File: config.mk
export PLATFORM = sky130hd
export DESIGN_NAME = hall_gate_driver
export DESIGN_NICKNAME = d
export VERILOG_FILES = /design/src/rtl/hgd_pkg.sv /design/src/rtl/hgd_hall_decode.sv /design/src/rtl/hgd_chop_ctrl.sv /design/src/rtl/hgd_dead_gap.sv /design/src/rtl/hall_gate_driver.sv
export SDC_FILE = /design/constraint.sdc
export NUM_CORES = 1
export LEC_CHECK = 0
export ABC_AREA = 1
export BUFFER_PORTS_ARGS = -buffer_cell sky130_fd_sc_hd__buf_2
export CAP_MARGIN = 20
export CORE_AREA = 3 3 41 43
export CTS_BUF_LIST = sky130_fd_sc_hd__clkbuf_8
export CTS_CLUSTER_DIAMETER = 60
export DETAILED_ROUTE_END_ITERATION = 16
export DIE_AREA = 0 0 44 46
export PLACE_DENSITY = 0.79
export SETUP_SLACK_MARGIN = 0.1
export SYNTH_ARGS = -nofsm -noshare
export SYNTH_HDL_FRONTEND = slang
export SYNTH_HIERARCHICAL = 1
export SYNTH_SLANG_ARGS = --single-unit
File: constraint.sdc
create_clock -name clk -period 3.4 [get_ports clk]
set_clock_uncertainty 0.2 [all_clocks]
set_input_delay 0.34 -clock clk [delete_from_list [all_inputs] [get_ports clk]]
set_output_delay 0.34 -clock clk [all_outputs]
set_load 0.02 [all_outputs]
File: src/rtl/hgd_pkg.sv
package hgd_pkg;
  localparam int PHASES = 3;
  localparam int HALL_W = 3;

  typedef struct packed {
    logic [PHASES-1:0] src;
    logic [PHASES-1:0] snk;
  } drive_pat_t;

  localparam drive_pat_t PAT_OFF   = '0;
  localparam drive_pat_t PAT_BRAKE = '{src: '1, snk: '0};
endpackage

File: src/rtl/hgd_hall_decode.sv
module hgd_hall_decode
  import hgd_pkg::*;
(
  input  logic [HALL_W-1:0] hall_i,
  input  logic              rev_i,
  output drive_pat_t        pat_o,
  output logic              valid_o
);
  logic [HALL_W-1:0] code;

  // reverse rotation: complement the code, reuse the forward table
  assign code = rev_i ? ~hall_i : hall_i;

  always_comb begin
    valid_o = 1'b1;
    unique case (code)
      3'b101: pat_o = '{src: 3'b010, snk: 3'b001};
      3'b100: pat_o = '{src: 3'b100, snk: 3'b001};
      3'b110: pat_o = '{src: 3'b100, snk: 3'b010};
      3'b010: pat_o = '{src: 3'b001, snk: 3'b010};
      3'b011: pat_o = '{src: 3'b001, snk: 3'b100};
      3'b001: pat_o = '{src: 3'b010, snk: 3'b100};
      default: begin
        pat_o   = PAT_OFF;
        valid_o = 1'b0;
      end
    endcase
  end
endmodule

File: src/rtl/hgd_chop_ctrl.sv
module hgd_chop_ctrl (
  input  logic clk,
  input  logic rst,
  input  logic pwm_i,
  input  logic ilim_i,
  input  logic fault_i,
  input  logic brake_i,
  output logic chop_ok_o
);
  logic pwm_d;
  logic trip_q;
  logic period_start;
  logic trip_eff;

  assign period_start = pwm_i & ~pwm_d;
  assign trip_eff     = trip_q & ~period_start;

  // braking: full duty, limiter bypassed; fault always wins
  assign chop_ok_o = brake_i ? ~fault_i
                             : (pwm_i & ~ilim_i & ~trip_eff & ~fault_i);

  always_ff @(posedge clk) begin
    if (rst) begin
      pwm_d  <= 1'b0;
      trip_q <= 1'b0;
    end else begin
      pwm_d <= pwm_i;
      if (ilim_i)            trip_q <= 1'b1;
      else if (period_start) trip_q <= 1'b0;
    end
  end

  // a latched trip with no new period edge keeps drive blocked
  a_r7_trip_blocks : assert property (@(posedge clk) disable iff (rst)
    (trip_q && !period_start && !brake_i) |-> !chop_ok_o);
endmodule

File: src/rtl/hgd_dead_gap.sv
module hgd_dead_gap
  import hgd_pkg::*;
#(
  parameter int DEAD_CYCLES = 1
) (
  input  logic       clk,
  input  logic       rst,
  input  drive_pat_t target_i,
  output logic       gap_o
);
  localparam int CW = (DEAD_CYCLES > 1) ? $clog2(DEAD_CYCLES) : 1;

  drive_pat_t    prev_q;
  logic [CW-1:0] cnt_q;
  logic          changed;

  assign changed = (target_i != prev_q);
  assign gap_o   = changed | (cnt_q != '0);

  always_ff @(posedge clk) begin
    if (rst) begin
      prev_q <= PAT_OFF;
      cnt_q  <= '0;
    end else begin
      prev_q <= target_i;
      if (changed)           cnt_q <= CW'(DEAD_CYCLES - 1);
      else if (cnt_q != '0)  cnt_q <= cnt_q - 1'b1;
    end
  end
endmodule

File: src/rtl/hall_gate_driver.sv
module hall_gate_driver
  import hgd_pkg::*;
#(
  parameter int DEAD_CYCLES = 1
) (
  input  logic              clk,
  input  logic              rst,
  input  logic [HALL_W-1:0] hall_i,
  input  logic              pwm_i,
  input  logic              dir_rev_i,
  input  logic              stop_i,
  input  logic              coast_i,
  input  logic              ilim_i,
  input  logic              fault_i,
  output logic [PHASES-1:0] gate_hi_o,
  output logic [PHASES-1:0] gate_lo_o
);
  drive_pat_t dec_pat;
  drive_pat_t target;
  logic       dec_valid;
  logic       brake;
  logic       chop_ok;
  logic       gap;

  logic [PHASES-1:0] hi_q;
  logic [PHASES-1:0] lo_q;

  hgd_hall_decode u_dec (
    .hall_i  (hall_i),
    .rev_i   (dir_rev_i),
    .pat_o   (dec_pat),
    .valid_o (dec_valid)
  );

  assign brake = stop_i & ~coast_i;

  always_comb begin
    if (stop_i)         target = coast_i ? PAT_OFF : PAT_BRAKE;
    else if (dec_valid) target = dec_pat;
    else                target = PAT_OFF;
  end

  hgd_chop_ctrl u_chop (
    .clk       (clk),
    .rst       (rst),
    .pwm_i     (pwm_i),
    .ilim_i    (ilim_i),
    .fault_i   (fault_i),
    .brake_i   (brake),
    .chop_ok_o (chop_ok)
  );

  hgd_dead_gap #(.DEAD_CYCLES(DEAD_CYCLES)) u_gap (
    .clk      (clk),
    .rst      (rst),
    .target_i (target),
    .gap_o    (gap)
  );

  for (genvar p = 0; p < PHASES; p++) begin : g_phase
    always_ff @(posedge clk) begin
      if (rst) begin
        hi_q[p] <= 1'b0;
        lo_q[p] <= 1'b0;
      end else begin
        hi_q[p] <= ~gap & target.src[p] & chop_ok;
        lo_q[p] <= ~gap & target.snk[p];
      end
    end
  end

  assign gate_hi_o = hi_q;
  assign gate_lo_o = lo_q;

  // no phase leg conducts through both switches
  a_r12_no_shoot : assert property (@(posedge clk) disable iff (rst)
    (gate_hi_o & gate_lo_o) == '0);

  a_r12_one_sink : assert property (@(posedge clk) disable iff (rst)
    $onehot0(gate_lo_o));

  // invalid code in run clears the bridge
  a_r10_invalid_off : assert property (@(posedge clk) disable iff (rst)
    (!stop_i && (hall_i == '0 || hall_i == '1)) |=>
      (gate_hi_o == '0 && gate_lo_o == '0));

  // coasting opens every switch
  a_r6_coast_off : assert property (@(posedge clk) disable iff (rst)
    (stop_i && coast_i) |=> (gate_hi_o == '0 && gate_lo_o == '0));

  // fault removes high-side drive
  a_r9_fault_hi_off : assert property (@(posedge clk) disable iff (rst)
    fault_i |=> (gate_hi_o == '0));

  // settled brake is full duty on every high side
  a_r5_brake_full : assert property (@(posedge clk) disable iff (rst)
    (stop_i && !coast_i && !fault_i && $past(stop_i && !coast_i)) |=>
      (gate_hi_o == '1 && gate_lo_o == '0));

  // a sink never hands over to another sink without a dead cycle
  a_r11_break_first : assert property (@(posedge clk) disable iff (rst)
    (gate_lo_o != '0) |=> (gate_lo_o == '0 || $stable(gate_lo_o)));
endmodule

==> results.sh, run 1 <==
export IMPL_run_status="completed"
export IMPL_final_min_clock_period_ns=1.90
export IMPL_cts_htree_levels=1
export IMPL_wl_per_cell_um=8.59
export IMPL_post_route_cells_drive_above_1_share=0.186
export IMPL_number_of_antenna_violations_at_the_first_check_in_global_routing=0
export IMPL_dp_final_hpwl_um=1050
export IMPL_die_area_um2=2020
export IMPL_tritoncts="built"
export IMPL_total_power_uw=380
export IMPL_hold_violations=0
export IMPL_path_class="input pin to flop"
export IMPL_numCtsBuffers=3
export IMPL_slew_viol_final=0
export IMPL_cts_repair_resize_count=0
export IMPL_postSynthNetCount=136
export IMPL_leakage_power_total_nw=0.533
export IMPL_postSynthCellCount=125
export IMPL_num_fill_cells=122
export IMPL_ys_async_sr_fraction=0
export IMPL_top_post_synthesis_cells_by_area="dfxtp_1, nand2_1, inv_1"
export IMPL_syn_cell_area_um2=756
export IMPL_wl_um=1380
export IMPL_io_buffer_count=16
export IMPL_drv_cap=0
export IMPL_cts_num_sinks=15
export IMPL_insertedDiodeCount=0
export IMPL_cpPeakStageDelay_ns=0.14
export IMPL_first_global_vias=637
export IMPL_core_area_um2=1330
export IMPL_critical_path_top_cell_by_count="nand2_1"
export IMPL_die_width_um=44
export IMPL_start_util=0.567
export IMPL_cts_root_buffer_cell="clkbuf_8"
export IMPL_quantity_of_hold_fixing_buffers_added_after_cts=0
export IMPL_clkTransAtPathRegs_ns=0.06
export IMPL_cts_max_path_buffers=2
export IMPL_worst_path_max_delay_cell="buf_2"
export IMPL_synth_distinct_cells=14
export IMPL_required_ns=3.38
export IMPL_fmax_mhz=527
export IMPL_worst_setup_end_kind="flop"
export IMPL_route_detailed_drc=0
export IMPL_crit_path_cell_trace="buf_2, inv_2, nand2_1, nand2_1, nand2_2, nand3_2, nand2_2, nor2_1, inv_1, nand2_1, nand2_1, inv_1, nand2_1, nor2_1, nand2_1, inv_1, nand3_1, a21oi_1"
export IMPL_clk_latency_ns=0.24
export IMPL_post_drt_via_cell_ratio=4.29
export IMPL_drt_pre_antenna_iters=4
export IMPL_area_taken_by_multi_input_logic_gates_um2=335
export IMPL_final_seq_area_um2=300
export IMPL_synth_edff_count=0
export IMPL_fp_row_count=13
export IMPL_synth_most_common_cell="nand2_1"
export IMPL_tns_ns=0
export IMPL_post_synth_top_area_fraction=0.397
export IMPL_synthesis_warning_total=6
export IMPL_final_nets=157
export IMPL_post_cts_setup_buffers=0
export IMPL_globalRouteTotalUtil=0.165
export IMPL_timing_final_setup_violations=0
export IMPL_worst_setup_start_kind="input pin"
export IMPL_cp_data_arrival_time_ns=1.87
export IMPL_grt_max_degree=10
export IMPL_leading_cell_types_by_count_after_synthesis="nand2_1, inv_1, dfxtp_1, nor2_1"
export IMPL_gp_routability_congestion=0.804
export IMPL_pwr_density_cell_nw_per_um2=422
export IMPL_rsz0062_at_grt="no"
export IMPL_syn_area_per_cell_um2=6.05
export IMPL_drt_iter0_drc=13
export IMPL_worst_hold_slack_ns=0.145
export IMPL_cp_max_fo=7
export IMPL_vias=687
export IMPL_ys_dominant_reg_cell="dfxtp_1"
export IMPL_vdd_ir_drop_worst_mv=0.270
export IMPL_syn_to_final_growth_pct=19.0
export IMPL_drtAntennaViolNets=0
export IMPL_hold_path_class="input pin to flop"
export IMPL_synth_largest_area_cell="dfxtp_1"
export IMPL_synth_ff_latch_count=15
export IMPL_floorplan_io_pins=17
export IMPL_post_synthesis_sequential_area_ratio=0.397
export IMPL_timing_final_crit_share=0.558
export IMPL_first_pass_grt_wire_length_um=2450
export IMPL_grt_overflow_total=0
export IMPL_die_height_um=46
## kinds of logic (layout without fill, tap and decap cells)
family	count (synthesis)	after routing	share of synthesized area
and+or+nand+nor	70	70	0.386
DFF	15	15	0.397
AOI/OAI and AO/OA	7	7	0.0530
other	1	1	0.00496
buffers and inverters	32	52	0.159
## sequential cells by signal (all words and copies together) (netlist names)
| name | count |
|---|---|
| gate_lo_o | 3 |
| gate_hi_o | 3 |
| u_chop/trip_q | 1 |
| u_chop/pwm_d | 1 |
| u_gap/cnt_q | 1 |
| u_gap/prev_q | 6 |
## per-layer routing
| layer | share of wire | global-route usage | vias to the layer above |
|---|---|---|---|
| li1 | - | - | 399 |
| met1 | 0.48 | 0.190 | 275 |
| met2 | 0.46 | 0.282 | 11 |
| met3 | 0.049 | 0.0356 | 2 |
| met4 | 0.0087 | 0.0904 | 0 |
| met5 | 0 | 0 | - |
## stage by stage
step / setup slack [ns] / instances / area, um2 / utilization
5_1_grt: 1.16 / 160 / 900 / 0.674
3_5_place_dp: 1.29 / 156 / 855 / 0.641
3_3_place_gp: 1.30 / 156 / 855 / 0.641
6_report: 1.50 / 160 / 900 / 0.674
2_1_floorplan: 1.65 / 125 / 756 / -
4_1_cts: 1.53 / 160 / 900 / 0.674
## where the power goes
part	internal [mW]	switching, mW	total (mW)
clock network	0.0798	0.0575	0.137
logic	0.0211	0.0386	0.0597
registers	0.181	0.00176	0.183
## worst paths after layout
path | start | endpoint | slack (ns) | cells past startpoint
worst max-delay path | dir_rev_i | gate_hi_o[0]$_SDFF_PP0_ | 1.50 | 18
worst min-delay path | pwm_i | u_chop/pwm_d$_SDFF_PP0_ | 0.15 | 3
worst max register to register | u_gap/prev_q[1]$_SDFF_PP0_ | gate_hi_o[0]$_SDFF_PP0_ | 2.12 | 10
worst min register to register | u_chop/trip_q$_SDFFE_PP0P_ | u_chop/trip_q$_SDFFE_PP0P_ | 0.27 | 2
## cell type report
class                   instances  share of cell area
multi-input cells              78               0.373
repair buffers                 16              0.0890
inverters                      32               0.134
flip-flops and latches         15               0.334
clock inverters                 1             0.00417
clock buffers                   3              0.0459
well taps                      15              0.0209
## layout by cell type (no fill, tap or decap), drive strengths merged
master  instances
conb            1
nor2           16
nand3           6
a21oi           6
buf            16
nor3            3
nand2          45
inv            33
dfxtp          15
o22ai           1
clkbuf          3
## worst max-delay path: cells and delay by family
family          cells  cell delay (ns)
simple gates       12             0.96
compound gates      1             0.14
buf+inv             5             0.43
Note: power is estimated with default switching activity, not from simulation.
==> run 2, diff against run 1 <==
Settings changed: CORE_AREA 3 3 41 43 to 3 3 42 44, DIE_AREA 0 0 44 46 to 0 0 45 47, PLACE_DENSITY 0.79 to 0.76.
Clock period 3.4 ns to 1.95 ns, I/O delays scaled along.
==> run 2 against run 1 <==
- flip-flop and latch count is the same
- critical endpoint is now gate_hi_o[2]$_SDFF_PP0_
- largest power group unchanged
- count of clock-buffer cells in the layout did not move
- non-clock buffer count up 1
- utilization down 0.78 points
- setup slack lost 1.3 ns
- cell area is 9.0% higher
==> results.sh, run 2 (synthesis results as in run 1) <==
export IMPL_power_frac_comb=0.180
export IMPL_cell_internal_pwr_uw=500
export IMPL_vdd_ir_drop_worst_mv=0.358
export IMPL_rsz0062_at_grt="no"
export IMPL_cp_max_fo=7
export IMPL_timing_final_crit_share=0.890
export IMPL_pwr_density_cell_nw_per_um2=712
export IMPL_die_area_um2=2120
export IMPL_path_class="input pin to flop"
export IMPL_start_util=0.514
export IMPL_worstHoldStart="ilim_i"
export IMPL_required_ns=1.92
export IMPL_reg_with_most_ffs="u_gap/prev_q"
export IMPL_grt_overflow_total=0
export IMPL_switching_power_uw=198
export IMPL_grt_max_degree=10
export IMPL_worst_setup_end_kind="flop"
export IMPL_number_of_antenna_violations_at_the_first_check_in_global_routing=0
export IMPL_dp_final_hpwl_um=1100
export IMPL_drv_cap=0
export IMPL_clkTransAtPathRegs_ns=0.06
export IMPL_post_route_cells_drive_above_1_share=0.288
export IMPL_p_sw_frac=0.284
export IMPL_hold_violations=0
export IMPL_slew_viol_final=0
export IMPL_worst_setup_start_kind="input pin"
export IMPL_worstReg2RegEnd="gate_hi_o[2]$_SDFF_PP0_"
export IMPL_syn_to_final_growth_pct=29.8
export IMPL_critPathLaunch="dir_rev_i"
export IMPL_insertedDiodeCount=0
export IMPL_cp_data_arrival_time_ns=1.71
export IMPL_first_global_vias=628
export IMPL_io_buffer_count=16
export IMPL_r2r_slack_ns=0.68
export IMPL_cts_max_path_buffers=2
export IMPL_final_min_clock_period_ns=1.74
export IMPL_critical_path_reg2reg_startpoint="u_gap/prev_q[5]$_SDFF_PP0_"
export IMPL_place_ws_ns=-0.0495
export IMPL_power_frac_clock=0.362
export IMPL_vias=753
export IMPL_cts_num_sinks=15
export IMPL_power_sequential_fraction=0.457
export IMPL_post_drt_via_cell_ratio=4.65
export IMPL_floorplan_io_pins=17
export IMPL_wl_per_cell_um=9.76
export IMPL_gp_routability_congestion=0.753
export IMPL_timing_final_setup_violations=0
export IMPL_numCtsBuffers=3
export IMPL_wl_um=1580
export IMPL_largest_register_ff_count=6
export IMPL_globalRouteTotalUtil=0.159
export IMPL_tritoncts="built"
export IMPL_leakage_power_total_nw=0.542
export IMPL_fmax_mhz=576
export IMPL_fp_row_count=14
export IMPL_core_area_um2=1470
export IMPL_first_pass_grt_wire_length_um=2440
export IMPL_hold_path_class="input pin to flop"
export IMPL_most_common_layout_cells="nand2_1, inv_1, buf_2"
export IMPL_cts_htree_levels=1
export IMPL_final_util=0.667
export IMPL_reg2reg_depth=8
export IMPL_drt_pre_antenna_iters=4
export IMPL_final_nets=158
export IMPL_clk_latency_ns=0.24
export IMPL_die_width_um=45
export IMPL_run_status="completed"
export IMPL_drt_iter0_drc=11
export IMPL_die_height_um=47
export IMPL_timing_final_ws_setup_ns=0.214
export IMPL_drtAntennaViolNets=0
export IMPL_critPathCapture="gate_hi_o[2]$_SDFF_PP0_"
export IMPL_route_detailed_drc=0
export IMPL_most_frequent_standard_cell_in_the_layout_excluding_fill_and_tap_cells="nand2_1"
export IMPL_cts_root_buffer_cell="clkbuf_8"
-- run 2: cell type report --
class	instances	area (um2)
sequential	15	300
timing repair buffer	17	90.1
fill	151	490
tap	16	20.0
inverter	32	123
multi-input combinational	78	402
clock inverter	1	5.00
clock buffer	3	41.3
-- run 2: repair_timing --
action | CTS | global route
endpoints found under the hold margin | 1 | 0
setup buffers | 0 | 0
resized for setup | 0 | 18
setup endpoints to repair | 0 | 6
hold buffers | 1 | 0
-- run 2: worst min path at each step --
stage / endpoint / slack, ns / cells past startpoint
after floorplan: u_chop/trip_q$_SDFFE_PP0P_ / 0.06 / 1
after global placement: u_chop/pwm_d$_SDFF_PP0_ / 0.24 / 3
after detailed placement: u_chop/pwm_d$_SDFF_PP0_ / 0.25 / 3
after CTS: u_chop/trip_q$_SDFFE_PP0P_ / 0.004 / 3
after global routing: u_chop/trip_q$_SDFFE_PP0P_ / 0.01 / 3
final: u_chop/trip_q$_SDFFE_PP0P_ / 0.006 / 3
-- run 2: through the flow --
stage	power [mW]	hold WS [ns]	cells	cell area, um2	setup TNS [ns]
2_1_floorplan	0.400	0.0641	125	756	0
3_3_place_gp	0.425	0.240	157	856	0
3_5_place_dp	0.428	0.250	157	856	-0.146
4_1_cts	0.683	0.00392	162	912	0
5_1_grt	0.735	0.0129	162	981	0
6_report	0.699	0.00601	162	981	0
-- run 2: power groups by stage --
stage / Combinational [mW] / Clock [mW] / Sequential (mW)
3_3_place_gp: 0.0994 / 0 / 0.326
6_report: 0.126 / 0.253 / 0.320
3_5_place_dp: 0.102 / 0 / 0.326
5_1_grt: 0.143 / 0.271 / 0.320
4_1_cts: 0.104 / 0.259 / 0.319
2_1_floorplan: 0.0734 / 0 / 0.326
-- run 2: critical path, stage by stage --
cell and delay [ns]:
buf_2 0.17, inv_4 0.06, nand2_1 0.06, nand2_1 0.06
nand2_1 0.12, nand3_4 0.12, nand3_1 0.15, nand2_2 0.09
a21oi_2 0.16, nand2_1 0.06, nor2_1 0.08, nand2_1 0.07
inv_2 0.06, nand3_2 0.09, a21oi_1 0.14
-- run 2: per-layer routing --
metal  track usage  routed length [um]
met1         0.190                 703
met4        0.0877                  12
met3        0.0345                  65
met2         0.266                 799
met5             0                   0
==> run 3, diff against run 2 <==
Settings changed: CORE_AREA 3 3 42 44 to 3 3 41 43, DIE_AREA 0 0 45 47 to 0 0 44 46, PLACE_DENSITY 0.76 to 0.79, SKIP_LAST_GASP set to 1.
Clock period 1.95 ns to 2.12 ns, I/O delays scaled along.
==> run 3 against run 2 <==
- die area is 4.3% lower
- worst hold slack improved by 0.014 ns
- count of clock-buffer cells in the layout is the same
- cell area fell by 6.8%
- global-route usage increased by 0.85 points
- critical path type unchanged
- highest routed layer unchanged
==> results.sh, run 3 (synthesis results as in run 1) <==
export IMPL_cp_max_fo=7
export IMPL_post_route_cells_drive_above_1_share=0.199
export IMPL_worst_hold_slack_ns=0.0205
export IMPL_core_area_um2=1330
export IMPL_rsz0062_at_grt="no"
export IMPL_globalRouteTotalUtil=0.168
export IMPL_area_taken_by_multi_input_logic_gates_um2=340
export IMPL_most_common_layout_cells="nand2_1, inv_1, buf_2"
export IMPL_hold_violations=0
export IMPL_cts_num_sinks=15
export IMPL_cts_htree_levels=1
export IMPL_most_frequent_standard_cell_in_the_layout_excluding_fill_and_tap_cells="nand2_1"
export IMPL_cts_root_buffer_cell="clkbuf_8"
export IMPL_cell_internal_pwr_uw=454
export IMPL_post_drt_via_cell_ratio=4.38
export IMPL_slew_viol_final=0
export IMPL_fmax_mhz=578
export IMPL_drt_iter0_drc=11
export IMPL_p_sw_frac=0.256
export IMPL_worst_setup_end_kind="flop"
export IMPL_die_area_um2=2020
export IMPL_hold_path_class="input pin to flop"
export IMPL_wl_per_cell_um=8.32
export IMPL_vdd_ir_drop_worst_mv=0.511
export IMPL_reg_with_most_ffs="u_gap/prev_q"
export IMPL_power_sequential_fraction=0.481
export IMPL_final_min_clock_period_ns=1.73
export IMPL_timing_final_setup_violations=0
export IMPL_first_pass_grt_wire_length_um=2400
export IMPL_run_status="completed"
export IMPL_route_detailed_drc=0
export IMPL_drv_cap=0
export IMPL_path_class="input pin to flop"
export IMPL_die_height_um=46
export IMPL_tns_ns=0
export IMPL_gp_routability_congestion=0.782
export IMPL_drt_pre_antenna_iters=4
export IMPL_final_seq_area_um2=300
export IMPL_cts_max_path_buffers=2
export IMPL_final_nets=158
export IMPL_num_fill_cells=123
export IMPL_dp_final_hpwl_um=1040
export IMPL_die_width_um=44
export IMPL_numCtsBuffers=3
export IMPL_switching_power_uw=157
export IMPL_power_frac_comb=0.160
export IMPL_wl_um=1340
export IMPL_clk_latency_ns=0.25
export IMPL_vias=705
export IMPL_floorplan_io_pins=17
export IMPL_leakage_power_total_nw=0.537
export IMPL_power_frac_clock=0.360
export IMPL_syn_to_final_growth_pct=21.0
export IMPL_drtAntennaViolNets=0
export IMPL_first_global_vias=613
export IMPL_insertedDiodeCount=0
export IMPL_fp_row_count=13
export IMPL_grt_overflow_total=0
export IMPL_cp_data_arrival_time_ns=1.71
export IMPL_required_ns=2.10
export IMPL_start_util=0.567
export IMPL_tritoncts="built"
export IMPL_clkTransAtPathRegs_ns=0.06
export IMPL_grt_max_degree=10
export IMPL_largest_register_ff_count=6
export IMPL_pwr_density_cell_nw_per_um2=668
export IMPL_worst_setup_start_kind="input pin"
export IMPL_io_buffer_count=16
export IMPL_timing_final_crit_share=0.817
export IMPL_number_of_antenna_violations_at_the_first_check_in_global_routing=0
-- run 3: final timing paths --
check / from / end / slack, ns / cells after the start
setup / recovery: dir_rev_i / gate_hi_o[1]$_SDFF_PP0_ / 0.39 / 16
setup reg to reg: u_gap/prev_q[1]$_SDFF_PP0_ / gate_hi_o[1]$_SDFF_PP0_ / 0.88 / 10
hold / removal: ilim_i / u_chop/trip_q$_SDFFE_PP0P_ / 0.02 / 3
hold reg to reg: u_chop/trip_q$_SDFFE_PP0P_ / u_chop/trip_q$_SDFFE_PP0P_ / 0.28 / 2
-- run 3: through the flow --
step / worst slack (ns) / instance area (um2) / total power [mW] / instances / utilization
floorplan: 0.500 / 756 / 0.368 / 125 / -
finish: 0.389 / 915 / 0.611 / 161 / 0.686
global placement: 0.152 / 855 / 0.391 / 156 / 0.641
detailed placement: 0.122 / 855 / 0.394 / 156 / 0.641
global route: 0.110 / 915 / 0.651 / 161 / 0.686
CTS: 0.364 / 910 / 0.619 / 161 / 0.682
-- run 3: critical path, cell delays in order --
cell and delay (ns):
buf_2 0.14, inv_2 0.10, nand2_1 0.06, nand2_1 0.08
nand2_1 0.10, nand3_2 0.11, nand2_2 0.11, nor2_1 0.14
inv_1 0.07, nand2_1 0.06, nand3_1 0.08, nor2_1 0.10
nand2_1 0.06, inv_1 0.06, nand3_1 0.10, a21oi_1 0.14
-- run 3: per-layer routing --
layer	GRT usage	vias up	wire length [um]
met4	0.108	0	41
met2	0.273	14	593
met1	0.191	284	629
met5	0	-	0
li1	-	402	-
met3	0.0474	5	74
-- run 3: power by group through the flow --
stage	logic, mW	clock network (mW)	registers, mW
after floorplan	0.0675	0	0.300
after global placement	0.0915	0	0.299
after detailed placement	0.0942	0	0.300
after CTS	0.0967	0.229	0.294
after global routing	0.115	0.242	0.294
final	0.0976	0.220	0.294
-- run 3: timing repair --
item                                   4_1_cts  5_1_grt
endpoints found under the hold margin        1        0
setup buffers                                0        0
gates resized for setup                      0        2
setup endpoints to repair                    0        2
hold buffers                                 1        0
-- run 3: final cells by class --
cell class	instances	area share
clock buffers	3	0.0451
flip-flops and latches	15	0.328
multi-input cells	78	0.372
inverters	32	0.131
repair buffers	17	0.0985
clock inverters	1	0.00410
well taps	15	0.0205
